File: config.mk
export PLATFORM = sky130hd
export DESIGN_NAME = exc_vector_sel
export DESIGN_NICKNAME = d
export VERILOG_FILES = /design/src/rtl/exc_sel_pkg.sv /design/src/rtl/exc_bkpt_match.sv /design/src/rtl/exc_cond_eval.sv /design/src/rtl/exc_prio_pick.sv /design/src/rtl/exc_vector_sel.sv
export SDC_FILE = /design/constraint.sdc
export NUM_CORES = 1
export LEC_CHECK = 0
export ABC_CLOCK_PERIOD_IN_PS = 2600
export CORE_MARGIN = 4
export CORE_UTILIZATION = 28
export DETAILED_ROUTE_END_ITERATION = 6
export MAX_ROUTING_LAYER = met4
export PLACE_DENSITY_LB_ADDON = 0.3
export SYNTH_ARGS = -nofsm -noshare
export SYNTH_HDL_FRONTEND = slang
export SYNTH_SLANG_ARGS = --single-unit
export TNS_END_PERCENT = 10
File: constraint.sdc
create_clock -name clk_i -period 2.6 [get_ports clk_i]
set_input_delay 0.65 -clock clk_i [delete_from_list [all_inputs] [get_ports clk_i]]
set_output_delay 0.65 -clock clk_i [all_outputs]
set_load 0.02 [all_outputs]
File: src/rtl/exc_sel_pkg.sv
package exc_sel_pkg;

  localparam int unsigned VEC_W      = 20;
  localparam int unsigned NUM_CAUSES = 5;

  // index order is priority order, 0 highest
  typedef enum logic [2:0] {
    CAUSE_BKPT  = 3'd0,
    CAUSE_TRACE = 3'd1,
    CAUSE_SMI   = 3'd2,
    CAUSE_THERM = 3'd3,
    CAUSE_PERF  = 3'd4
  } cause_e;

  localparam logic [VEC_W-1:0] VEC_TRACE = 20'h00D00;
  localparam logic [VEC_W-1:0] VEC_PERF  = 20'h00F00;
  localparam logic [VEC_W-1:0] VEC_BKPT  = 20'h01300;
  localparam logic [VEC_W-1:0] VEC_SMI   = 20'h01400;
  localparam logic [VEC_W-1:0] VEC_THERM = 20'h01700;

  function automatic logic [VEC_W-1:0] vec_of(input logic [2:0] idx);
    case (cause_e'(idx))
      CAUSE_BKPT:  vec_of = VEC_BKPT;
      CAUSE_TRACE: vec_of = VEC_TRACE;
      CAUSE_SMI:   vec_of = VEC_SMI;
      CAUSE_THERM: vec_of = VEC_THERM;
      CAUSE_PERF:  vec_of = VEC_PERF;
      default:     vec_of = '0;
    endcase
  endfunction

  function automatic logic ee_gated(input logic [2:0] idx);
    ee_gated = (cause_e'(idx) == CAUSE_SMI) || (cause_e'(idx) == CAUSE_THERM);
  endfunction

endpackage

File: src/rtl/exc_bkpt_match.sv
module exc_bkpt_match #(
  parameter int unsigned AW = 30
) (
  input  logic [AW-1:0] ea_i,
  input  logic [AW-1:0] bkpt_addr_i,
  input  logic          bkpt_te_i,
  input  logic          bkpt_en_i,
  input  logic          ir_i,
  output logic          hit_o
);
  logic addr_eq;
  assign addr_eq = (ea_i == bkpt_addr_i);
  assign hit_o   = bkpt_en_i & addr_eq & (bkpt_te_i == ir_i);
endmodule

File: src/rtl/exc_cond_eval.sv
module exc_cond_eval
  import exc_sel_pkg::*;
(
  input  logic                  cmpl_i,
  input  logic                  cmpl_br_i,
  input  logic                  cmpl_sync_i,
  input  logic                  se_i,
  input  logic                  bte_i,
  input  logic                  ee_eff_i,
  input  logic                  bkpt_hit_i,
  input  logic                  smi_i,
  input  logic                  therm_en_i,
  input  logic                  thr1_hit_i,
  input  logic                  thr2_hit_i,
  input  logic                  pm_limit_i,
  input  logic                  pm_ie_i,
  output logic [NUM_CAUSES-1:0] req_o
);
  logic trace_c, smi_c, therm_c, perf_c;

  // sync completion suppresses trace
  assign trace_c = ~cmpl_sync_i & (se_i | (bte_i & cmpl_br_i));
  assign smi_c   = smi_i & ee_eff_i;
  assign therm_c = therm_en_i & (thr1_hit_i | thr2_hit_i) & ee_eff_i;
  assign perf_c  = pm_limit_i & pm_ie_i;

  always_comb begin
    req_o              = '0;
    req_o[CAUSE_BKPT]  = cmpl_i & bkpt_hit_i;
    req_o[CAUSE_TRACE] = cmpl_i & trace_c;
    req_o[CAUSE_SMI]   = cmpl_i & smi_c;
    req_o[CAUSE_THERM] = cmpl_i & therm_c;
    req_o[CAUSE_PERF]  = cmpl_i & perf_c;
  end
endmodule

File: src/rtl/exc_prio_pick.sv
module exc_prio_pick #(
  parameter int unsigned N = 5
) (
  input  logic [N-1:0] req_i,
  output logic [N-1:0] grant_o,
  output logic         any_o
);
  logic [N:0] seen;
  assign seen[0] = 1'b0;

  for (genvar i = 0; i < N; i++) begin : g_pick
    assign grant_o[i]  = req_i[i] & ~seen[i];
    assign seen[i+1]   = seen[i] | req_i[i];
  end

  assign any_o = seen[N];
endmodule

File: src/rtl/exc_vector_sel.sv
module exc_vector_sel
  import exc_sel_pkg::*;
#(
  parameter int unsigned AW = 30
) (
  input  logic             clk_i,
  input  logic             rst_ni,
  input  logic             se_i,
  input  logic             bte_i,
  input  logic             ee_i,
  input  logic             ir_i,
  input  logic             cmpl_i,
  input  logic             cmpl_br_i,
  input  logic             cmpl_sync_i,
  input  logic [AW-1:0]    next_ea_i,
  input  logic             pm_limit_i,
  input  logic             pm_ie_i,
  input  logic [AW-1:0]    bkpt_addr_i,
  input  logic             bkpt_te_i,
  input  logic             bkpt_en_i,
  input  logic             smi_i,
  input  logic             therm_en_i,
  input  logic             thr1_hit_i,
  input  logic             thr2_hit_i,
  output logic             take_o,
  output logic [VEC_W-1:0] vec_o
);
  localparam int unsigned IDX_W = $clog2(NUM_CAUSES);

  logic                  ee_mask_q;
  logic                  ee_eff;
  logic                  bkpt_hit;
  logic [NUM_CAUSES-1:0] req;
  logic [NUM_CAUSES-1:0] grant;
  logic                  any;
  logic [VEC_W-1:0]      vec_d;
  logic                  gated_d;
  logic                  take_q;
  logic [VEC_W-1:0]      vec_q;

  assign ee_eff = ee_i & ~ee_mask_q;

  exc_bkpt_match #(.AW(AW)) u_bkpt (
    .ea_i        (next_ea_i),
    .bkpt_addr_i (bkpt_addr_i),
    .bkpt_te_i   (bkpt_te_i),
    .bkpt_en_i   (bkpt_en_i),
    .ir_i        (ir_i),
    .hit_o       (bkpt_hit)
  );

  exc_cond_eval u_cond (
    .cmpl_i      (cmpl_i),
    .cmpl_br_i   (cmpl_br_i),
    .cmpl_sync_i (cmpl_sync_i),
    .se_i        (se_i),
    .bte_i       (bte_i),
    .ee_eff_i    (ee_eff),
    .bkpt_hit_i  (bkpt_hit),
    .smi_i       (smi_i),
    .therm_en_i  (therm_en_i),
    .thr1_hit_i  (thr1_hit_i),
    .thr2_hit_i  (thr2_hit_i),
    .pm_limit_i  (pm_limit_i),
    .pm_ie_i     (pm_ie_i),
    .req_o       (req)
  );

  exc_prio_pick #(.N(NUM_CAUSES)) u_pick (
    .req_i   (req),
    .grant_o (grant),
    .any_o   (any)
  );

  // grant is one-hot, so OR-reduce the per-cause vectors
  always_comb begin
    vec_d   = '0;
    gated_d = 1'b0;
    for (int i = 0; i < NUM_CAUSES; i++) begin
      if (grant[i]) begin
        vec_d   = vec_d | vec_of(IDX_W'(i));
        gated_d = gated_d | ee_gated(IDX_W'(i));
      end
    end
  end

  always_ff @(posedge clk_i or negedge rst_ni) begin
    if (!rst_ni) begin
      take_q    <= 1'b0;
      vec_q     <= '0;
      ee_mask_q <= 1'b0;
    end else begin
      take_q <= any;
      vec_q  <= vec_d;
      if (!ee_i)
        ee_mask_q <= 1'b0;
      else if (any && gated_d)
        ee_mask_q <= 1'b1;
    end
  end

  assign take_o = take_q;
  assign vec_o  = vec_q;
endmodule

==> impl_metrics.ini, run 1 <==
[timing]
slew_violations = 0
setup_viol = 0
fin_crit_sh_pct = 80.3
fin_tns_setup_ns = 0
period_needed_ns = 2.09
finalHoldViolations = 0
finClkSkew_ns = 0.00211
timing.hold.ws_ns = 0.478
rsz0062_at_grt = no
fmax_ghz = 0.479

[yosys]
yosysSeqAreaShare_pct = 22.5
synthCells = 85
ys_warn_count = 0
ys_types = 24
synth_ff_type = dfrtp_1
synth_top_area_share_pct = 23.6
syn_avg_cell_area_um2 = 9.16
yosysTopAreaCell = xnor2_1
synthTopCellsByArea = xnor2_1 (24%), dfrtp_1 (23%), buf_4 (14%)
netlist_area_um2 = 778
synth_edf_count = 0
synthArstFlopShare_pct = 100
ys_ff_latch = 7

[status]
status = finished, final reports clean

[global_routing]
antenna_found_initial = 0
grt_max_degree = 8
grt_pass1_vias = 881
grt.overflow.total = 0
grtUsageTotal_pct = 12.4
grt_pass1_wl_um = 3420

[cts]
cts_buffer_depth = 2
post_cts_buffers = 0
worstSkewPairLatency_ns = 0.25
htreeDepth = 1
numClockSinks = 7
cts_hold_buffers = 0
cts-resized-gates = 0
root_buffer = clkbuf_4
cts-buffers-inserted = 3
clkTransAtPathRegs_ns = 0.05
cts_tree = built

[final_layout]
diodes = 0
nNetsFinal = 248
final_core_util_pct = 62.4
drive_gt1_share_pct = 4.71
area_growth_pct = 106

[power_and_ir_drop]
combPwrFrac_pct = 52.2
p_seq_share_pct = 26.7
p_sw_share_pct = 27.7
power_frac_clock_pct = 21.1
p_sw_mw = 0.126
p_per_area_nw_per_um2 = 283
p_int_mw = 0.328
power_leakage_nw = 0.639
p_total_mw = 0.454
irDropWorstVdd_mv = 0.214

[routing]
dr.pass1.iters = 3
met1_length_um = 694
wire_per_inst_um = 11.7
antenna_left = 0
wl_met2_um = 1300
drt-total-wl_um = 2350
vias = 854
viasPerCell = 4.27
remaining_drc_errors = 0
dr.first_iter.drc_count = 5
top_layer = met3
met3_length_um = 349

[placed_design]
place_congestion = 0.733
post-dp-hpwl_um = 2340
io_buffers = 82

[critical_path]
path_class = primary input to flop
start_kind = primary input
r2r_slack_ns = 1.48
cp.arrival_ns = 2.23
worstPathRequired_ns = 2.74
cp_max_fo = 7
endpoint_kind = flop

[flow_run]
drv_cap = 0

[floorplan]
die_h_um = 60.7
die_area_um2 = 3690
die_w_um = 60.7
coreArea_um2 = 2570
initial_core_util_pct = 30.3
io_pins = 98
std_cell_rows = 18

[worst_hold_path]
min_path_type = flop to flop
## cell type report
cell class / count / area (um^2)
fillers: 231 / 965
repair buffers: 82 / 821
multi-input cells: 76 / 539
flip-flops and latches: 7 / 175
well taps: 30 / 37.5
clock buffers: 4 / 26.3
inverters: 1 / 3.75
## critical path, stage by stage
cell	delay, ns
clkdlybuf4s50_1	0.48
xnor2_1	0.13
nand4_1	0.13
nor4_2	0.31
nand4_2	0.21
a32o_2	0.31
## cells by family (layout without fill, tap and decap cells)
| logic type | count (synthesis) | count (layout) | synth area share [%] |
|---|---|---|---|
| compound gates | 8 | 8 | 6.91 |
| xor+xnor | 31 | 31 | 34.9 |
| buf+inv | 16 | 87 | 15.0 |
| flops | 7 | 7 | 22.5 |
| other cells | 1 | 15 | 0.482 |
| simple gates | 22 | 22 | 20.3 |
## synthesized netlist by cell type, types with 2 or more instances
| library cell | number |
|---|---|
| o21a_1 | 2 |
| xnor2_1 | 21 |
| nand4_1 | 5 |
| dfrtp_1 | 7 |
| buf_4 | 15 |
| xor2_1 | 10 |
| nor4_2 | 3 |
| nand2_1 | 3 |
| a21oi_1 | 3 |
| nand3_1 | 2 |
## power by group through the flow
stage | logic [mW] | clock network [mW] | registers, mW
2_1_floorplan | 0.0965 | 0 | 0.133
3_3_place_gp | 0.233 | 0 | 0.123
3_5_place_dp | 0.239 | 0 | 0.123
4_1_cts | 0.239 | 0.101 | 0.121
5_1_grt | 0.253 | 0.106 | 0.123
6_report | 0.237 | 0.0958 | 0.121
## registers in the layout, indices dropped and copies added (netlist names)
name       flops
ee_mask_q      1
take_o         1
vec_o          5
## layout by cell type, fill, tap and decap left out, types with 2 or more instances in the layout
| cell type | synthesis | routed |
|---|---|---|
| xnor2_1 | 21 | 21 |
| dfrtp_1 | 7 | 7 |
| conb_1 | 1 | 15 |
| a21oi_1 | 3 | 3 |
| xor2_1 | 10 | 10 |
| nand3_1 | 2 | 2 |
| clkdlybuf4s50_1 | 0 | 82 |
| nor4_2 | 3 | 3 |
| nand4_1 | 5 | 5 |
| o21a_1 | 2 | 2 |
| clkbuf_4 | 0 | 3 |
| nand2_1 | 3 | 3 |
## routing by layer
metal,global-route usage (%),vias up
li1,-,433
met1,11.2,363
met2,24.1,58
met3,4.68,0
met4,2.79,0
met5,-,-
## worst paths after layout
kind / depth (start not counted) / endpoint / from
worst max-delay path: 6 / ee_mask_q / bkpt_addr_i[10]
worst min-delay path: 1 / ee_mask_q / ee_mask_q
worst max register to register: 4 / take_o / ee_mask_q
worst min register to register: 1 / ee_mask_q / ee_mask_q
max in group asynchronous: 1 / vec_o[8] / rst_ni
min in group asynchronous: 1 / vec_o[10] / rst_ni
## stage by stage
step                worst slack, ns  area, um^2  cells
finish                        0.511        1600    200
CTS                           0.475        1600    200
floorplan                     0.822         831     99
global route                  0.359        1600    200
detailed placement            0.207        1580    196
global placement              0.261        1580    196
Note: power is estimated with default switching activity, not from simulation.
==> run 2, diff against run 1 <==
--- a/config.mk
+++ b/config.mk
@@ -5,9 +5,9 @@
 export SDC_FILE = /design/constraint.sdc
 export NUM_CORES = 1
 export LEC_CHECK = 0
-export ABC_CLOCK_PERIOD_IN_PS = 2600
+export ABC_CLOCK_PERIOD_IN_PS = 2009
 export CORE_MARGIN = 4
-export CORE_UTILIZATION = 28
+export CORE_UTILIZATION = 26
 export DETAILED_ROUTE_END_ITERATION = 6
 export MAX_ROUTING_LAYER = met4
 export PLACE_DENSITY_LB_ADDON = 0.3
==> constraint.sdc (replaced) <==
create_clock -name clk_i -period 2.01 [get_ports clk_i]
set_input_delay 0.5025 -clock clk_i [delete_from_list [all_inputs] [get_ports clk_i]]
set_output_delay 0.5025 -clock clk_i [all_outputs]
set_load 0.02 [all_outputs]
==> run 2 against run 1 <==
Compared with the run above:
- critical path depth is the same
- sequential share of layout area shrank 0.21 points
- core utilization shrank 4.2 points
- die area grew 6.7%
- critical endpoint unchanged
- largest cell class unchanged
==> impl_metrics.ini, run 2 (synthesis results as in run 1) <==
[timing]
fin_crit_sh_pct = 93.8
rsz0062_at_grt = no
setup_viol = 0
slew_violations = 0
timing.hold.ws_ns = 0.495
finalHoldViolations = 0
fin_tns_setup_ns = 0
fmax_ghz = 0.531
period_needed_ns = 1.88
layout_setup_ws_ns = 0.125
finClkSkew_ns = 0.00282

[global_routing]
antenna_found_initial = 0
grtUsageMet2_pct = 25.2
grt_use_met3_pct = 5.58
grt_pass1_vias = 999
grt_use_met1_pct = 9.25
grt_pass1_wl_um = 3890
grt_max_degree = 8
grtUsageTotal_pct = 12.8
gr-max-usage-layer = met2
grt.overflow.total = 0

[placed_design]
place_ws_ns = -0.197
place_congestion = 0.789
post-dp-hpwl_um = 2400
placed_cell_area_um2 = 1590
dp.cells = 199
io_buffers = 82

[floorplan]
die_area_um2 = 3930
die_h_um = 62.7
initial_core_util_pct = 27.7
coreArea_um2 = 2810
std_cell_rows = 19
die_w_um = 62.7
io_pins = 98

[routing]
antenna_left = 0
remaining_drc_errors = 0
viasPerCell = 4.40
vias = 902
wire_per_inst_um = 12.3
dr.first_iter.drc_count = 3
drt-total-wl_um = 2510
dr.pass1.iters = 3

[critical_path]
crit_chain = clkdlybuf4s50_1 > xnor2_1 > nand4_1 > nor4_2 > nand4_2 > a32o_2
worstPathRequired_ns = 2.15
max_stage_delay_ns = 0.47
cp.arrival_ns = 2.03
slowest_stage = clkdlybuf4s50_1
endpoint_kind = flop
path_class = primary input to flop
start_kind = primary input
cp_max_fo = 6

[power_and_ir_drop]
p_int_mw = 0.427
p_per_area_nw_per_um2 = 365
p_sw_mw = 0.169
p_total_mw = 0.597
power_leakage_nw = 0.658
p_seq_share_pct = 26.4
combPwrFrac_pct = 52.0
power_frac_clock_pct = 21.7
p_sw_share_pct = 28.4
irDropWorstVdd_mv = 0.157

[final_layout]
final_core_util_pct = 58.3
area_growth_pct = 110
drive_gt1_share_pct = 6.90
fin_cells = 205
final_common_cell = clkdlybuf4s50_1
mostFrequentLayoutCells = clkdlybuf4s50_1 (82), xnor2_1 (21), conb_1 (15)
nNetsFinal = 252
fillers = 263
final_area_um2 = 1630
diodes = 0
largest_register_ffs = 5

[cts]
worstSkewPairLatency_ns = 0.26
htreeDepth = 1
clkTransAtPathRegs_ns = 0.05
cts-buffers-inserted = 3
root_buffer = clkbuf_4
numClockSinks = 7
cts_tree = built
cts_hold_buffers = 0
cts_buffer_depth = 2

[status]
status = finished, final reports clean

[worst_hold_path]
min_path_type = flop to flop

[flow_run]
drv_cap = 0
-- run 2: changes by cell type in the layout (fill, tap and decap cells not counted) --
cell,change
buf_4,+4
-- run 2: cell type report --
type / instances / area (um^2) / area share, %
timing repair buffer: 86 / 851 / 52.1
inverter: 1 / 3.75 / 0.230
clock buffer: 4 / 26.3 / 1.61
sequential: 7 / 175 / 10.7
tap: 31 / 38.8 / 2.37
multi-input combinational: 76 / 539 / 33.0
-- run 2: power by group through the flow --
| stage | clock (mW) | sequential [mW] | combinational [mW] |
|---|---|---|---|
| floorplan | 0 | 0.172 | 0.125 |
| global placement | 0 | 0.159 | 0.307 |
| detailed placement | 0 | 0.160 | 0.312 |
| CTS | 0.137 | 0.158 | 0.313 |
| global route | 0.143 | 0.158 | 0.333 |
| finish | 0.129 | 0.157 | 0.310 |
-- run 2: repair_timing --
action | CTS | global route
buffers inserted | 0 | 2
endpoints found under the setup margin | 0 | 1
resized for setup | 0 | 0
-- run 2: final timing paths --
path,startpoint,end,slack [ns],cells past startpoint
min,ee_mask_q,ee_mask_q,0.49,1
min in group asynchronous,rst_ni,ee_mask_q,0.50,1
max,bkpt_addr_i[7],ee_mask_q,0.13,6
max in group asynchronous,rst_ni,vec_o[10],1.28,1
min reg2reg,ee_mask_q,ee_mask_q,0.49,1
max reg2reg,ee_mask_q,take_o,0.81,4
-- run 2: critical path: cells and delay by family --
| kind | cells | cell delay (ns) |
|---|---|---|
| and+or+nand+nor | 3 | 0.63 |
| buffers and inverters | 1 | 0.47 |
| AOI/OAI and AO/OA | 1 | 0.30 |
| xor gates and xnor gates | 1 | 0.12 |
-- run 2: metal layers --
metal | up-vias | part of all wire, %
met1 | 390 | 29
li1 | 437 | -
met3 | 9 | 13
met2 | 66 | 54
met4 | 0 | 2.9
met5 | - | 0
==> run 3, diff against run 2 <==
--- a/config.mk
+++ b/config.mk
@@ -7,8 +7,9 @@
 export LEC_CHECK = 0
 export ABC_CLOCK_PERIOD_IN_PS = 2009
 export CORE_MARGIN = 4
-export CORE_UTILIZATION = 26
+export CORE_UTILIZATION = 45
 export DETAILED_ROUTE_END_ITERATION = 6
+export DONT_BUFFER_PORTS = 1
 export MAX_ROUTING_LAYER = met4
 export PLACE_DENSITY_LB_ADDON = 0.3
 export SYNTH_ARGS = -nofsm -noshare
==> run 3 against run 2 <==
Compared with the run above:
- cell area fell by 53%
- non-clock buffer count fell by 85
- sequential cell count did not move
- critical path depth fell by 1
- first-iteration DRC count fell by 67%
- maximum frequency rose by 30%
- clock skew fell by 0.0025 ns
- count of clock-buffer cells in the layout did not move
- core utilization fell by 9.1 points
- worst setup slack improved by 0.44 ns
==> impl_metrics.ini, run 3 (synthesis results as in run 1) <==
[routing]
dr.first_iter.drc_count = 1
antenna_left = 0
remaining_drc_errors = 0
vias = 579
wire_per_inst_um = 15.8
dr.pass1.iters = 2
drt-total-wl_um = 1660
viasPerCell = 5.51

[timing]
fin_tns_setup_ns = 0
slew_violations = 0
timing.hold.ws_ns = 0.397
finClkSkew_ns = 0.000302
rsz0062_at_grt = no
fin_crit_sh_pct = 71.9
setup_viol = 0
period_needed_ns = 1.45
fmax_ghz = 0.692
finalHoldViolations = 0

[power_and_ir_drop]
p_int_mw = 0.283
irDropWorstVdd_mv = 0.250
p_seq_share_pct = 42.1
power_leakage_nw = 0.324
p_sw_share_pct = 30.6
p_sw_mw = 0.125
combPwrFrac_pct = 28.2
p_per_area_nw_per_um2 = 527
power_frac_clock_pct = 29.8

[cts]
worstSkewPairLatency_ns = 0.24
clkTransAtPathRegs_ns = 0.05
root_buffer = clkbuf_4
numClockSinks = 7
cts_tree = built
htreeDepth = 1
cts_buffer_depth = 2
cts-buffers-inserted = 3

[critical_path]
cp_max_fo = 7
cp.arrival_ns = 1.58
path_class = primary input to flop
endpoint_kind = flop
worstPathRequired_ns = 2.14
start_kind = primary input

[final_layout]
fin_cells = 105
drive_gt1_share_pct = 8.99
multi_input_area_um2 = 539
area_growth_pct = -0.482
largest_register_ffs = 5
nNetsFinal = 167
fillers = 153
regArea_um2 = 175
mostFrequentLayoutCells = xnor2_1 (21), conb_1 (15), xor2_1 (10)
diodes = 0
final_core_util_pct = 49.1
final_common_cell = xnor2_1

[floorplan]
die_h_um = 49.6
coreArea_um2 = 1580
io_pins = 98
die_area_um2 = 2460
std_cell_rows = 14
initial_core_util_pct = 49.4
die_w_um = 49.6

[global_routing]
grt_max_degree = 8
antenna_found_initial = 0
grt_pass1_vias = 611
grt.overflow.total = 0
grtUsageTotal_pct = 13.2
grt_pass1_wl_um = 2490

[worst_hold_path]
min_path_type = primary input to flop

[placed_design]
place_congestion = 0.678
dp.cells = 100
io_buffers = 0
post-dp-hpwl_um = 1600

[status]
status = finished, final reports clean

[flow_run]
drv_cap = 0
[run 3: changes by cell type in the layout (fill, tap and decap cells not counted), sizes merged]
cell and delta:
dlygate4sd3 +1, clkdlybuf4s50 -82, buf -4
[run 3: worst paths after layout]
path	startpoint	to	slack, ns	cells past startpoint
max in group asynchronous	rst_ni	vec_o[10]	1.21	1
worst min register to register	ee_mask_q	ee_mask_q	0.50	1
worst max register to register	ee_mask_q	take_o	0.83	4
min in group asynchronous	rst_ni	take_o	0.58	1
worst max-delay path	bkpt_addr_i[1]	ee_mask_q	0.56	5
worst min-delay path	ee_i	ee_mask_q	0.40	1
[run 3: power groups by stage]
| stage | Combinational (mW) | Clock, mW | Sequential, mW |
|---|---|---|---|
| 3_5_place_dp | 0.111 | 0 | 0.174 |
| 2_1_floorplan | 0.125 | 0 | 0.172 |
| 3_3_place_gp | 0.109 | 0 | 0.174 |
| 5_1_grt | 0.128 | 0.136 | 0.172 |
| 4_1_cts | 0.116 | 0.126 | 0.172 |
| 6_report | 0.115 | 0.121 | 0.172 |
[run 3: critical path, stage by stage]
cell and delay [ns]:
xnor2_1 0.13, nand4_1 0.12, nor4_2 0.30, nand4_2 0.21
a32o_2 0.31
[run 3: per-layer routing]
| metal | up-vias | share of wire [%] | global-route usage, % |
|---|---|---|---|
| li1 | 268 | - | - |
| met1 | 258 | 25 | 10.7 |
| met2 | 51 | 58 | 26.0 |
| met3 | 2 | 16 | 5.72 |
| met4 | 0 | 0.54 | 4.15 |
| met5 | - | 0 | - |
[run 3: final cells by class]
class | instances | share of cell area, %
Inverter | 1 | 0.485
Sequential cell | 7 | 22.6
Clock buffer | 4 | 3.39
Multi-Input combinational cell | 76 | 69.6
Tap cell | 16 | 2.58
Timing Repair Buffer | 1 | 1.29
[run 3: what timing repair did]
action,4_1_cts,5_1_grt
setup buffers,0,0
hold buffers,1,0
hold endpoints to repair,7,0
gates resized for setup,0,0
[run 3: stage by stage]
stage | area, um^2 | setup WS [ns] | total power [mW]
6_report | 774 | 0.564 | 0.408
5_1_grt | 774 | 0.443 | 0.436
4_1_cts | 774 | 0.546 | 0.414
3_5_place_dp | 738 | 0.287 | 0.285
3_3_place_gp | 738 | 0.331 | 0.282
2_1_floorplan | 831 | 0.380 | 0.297
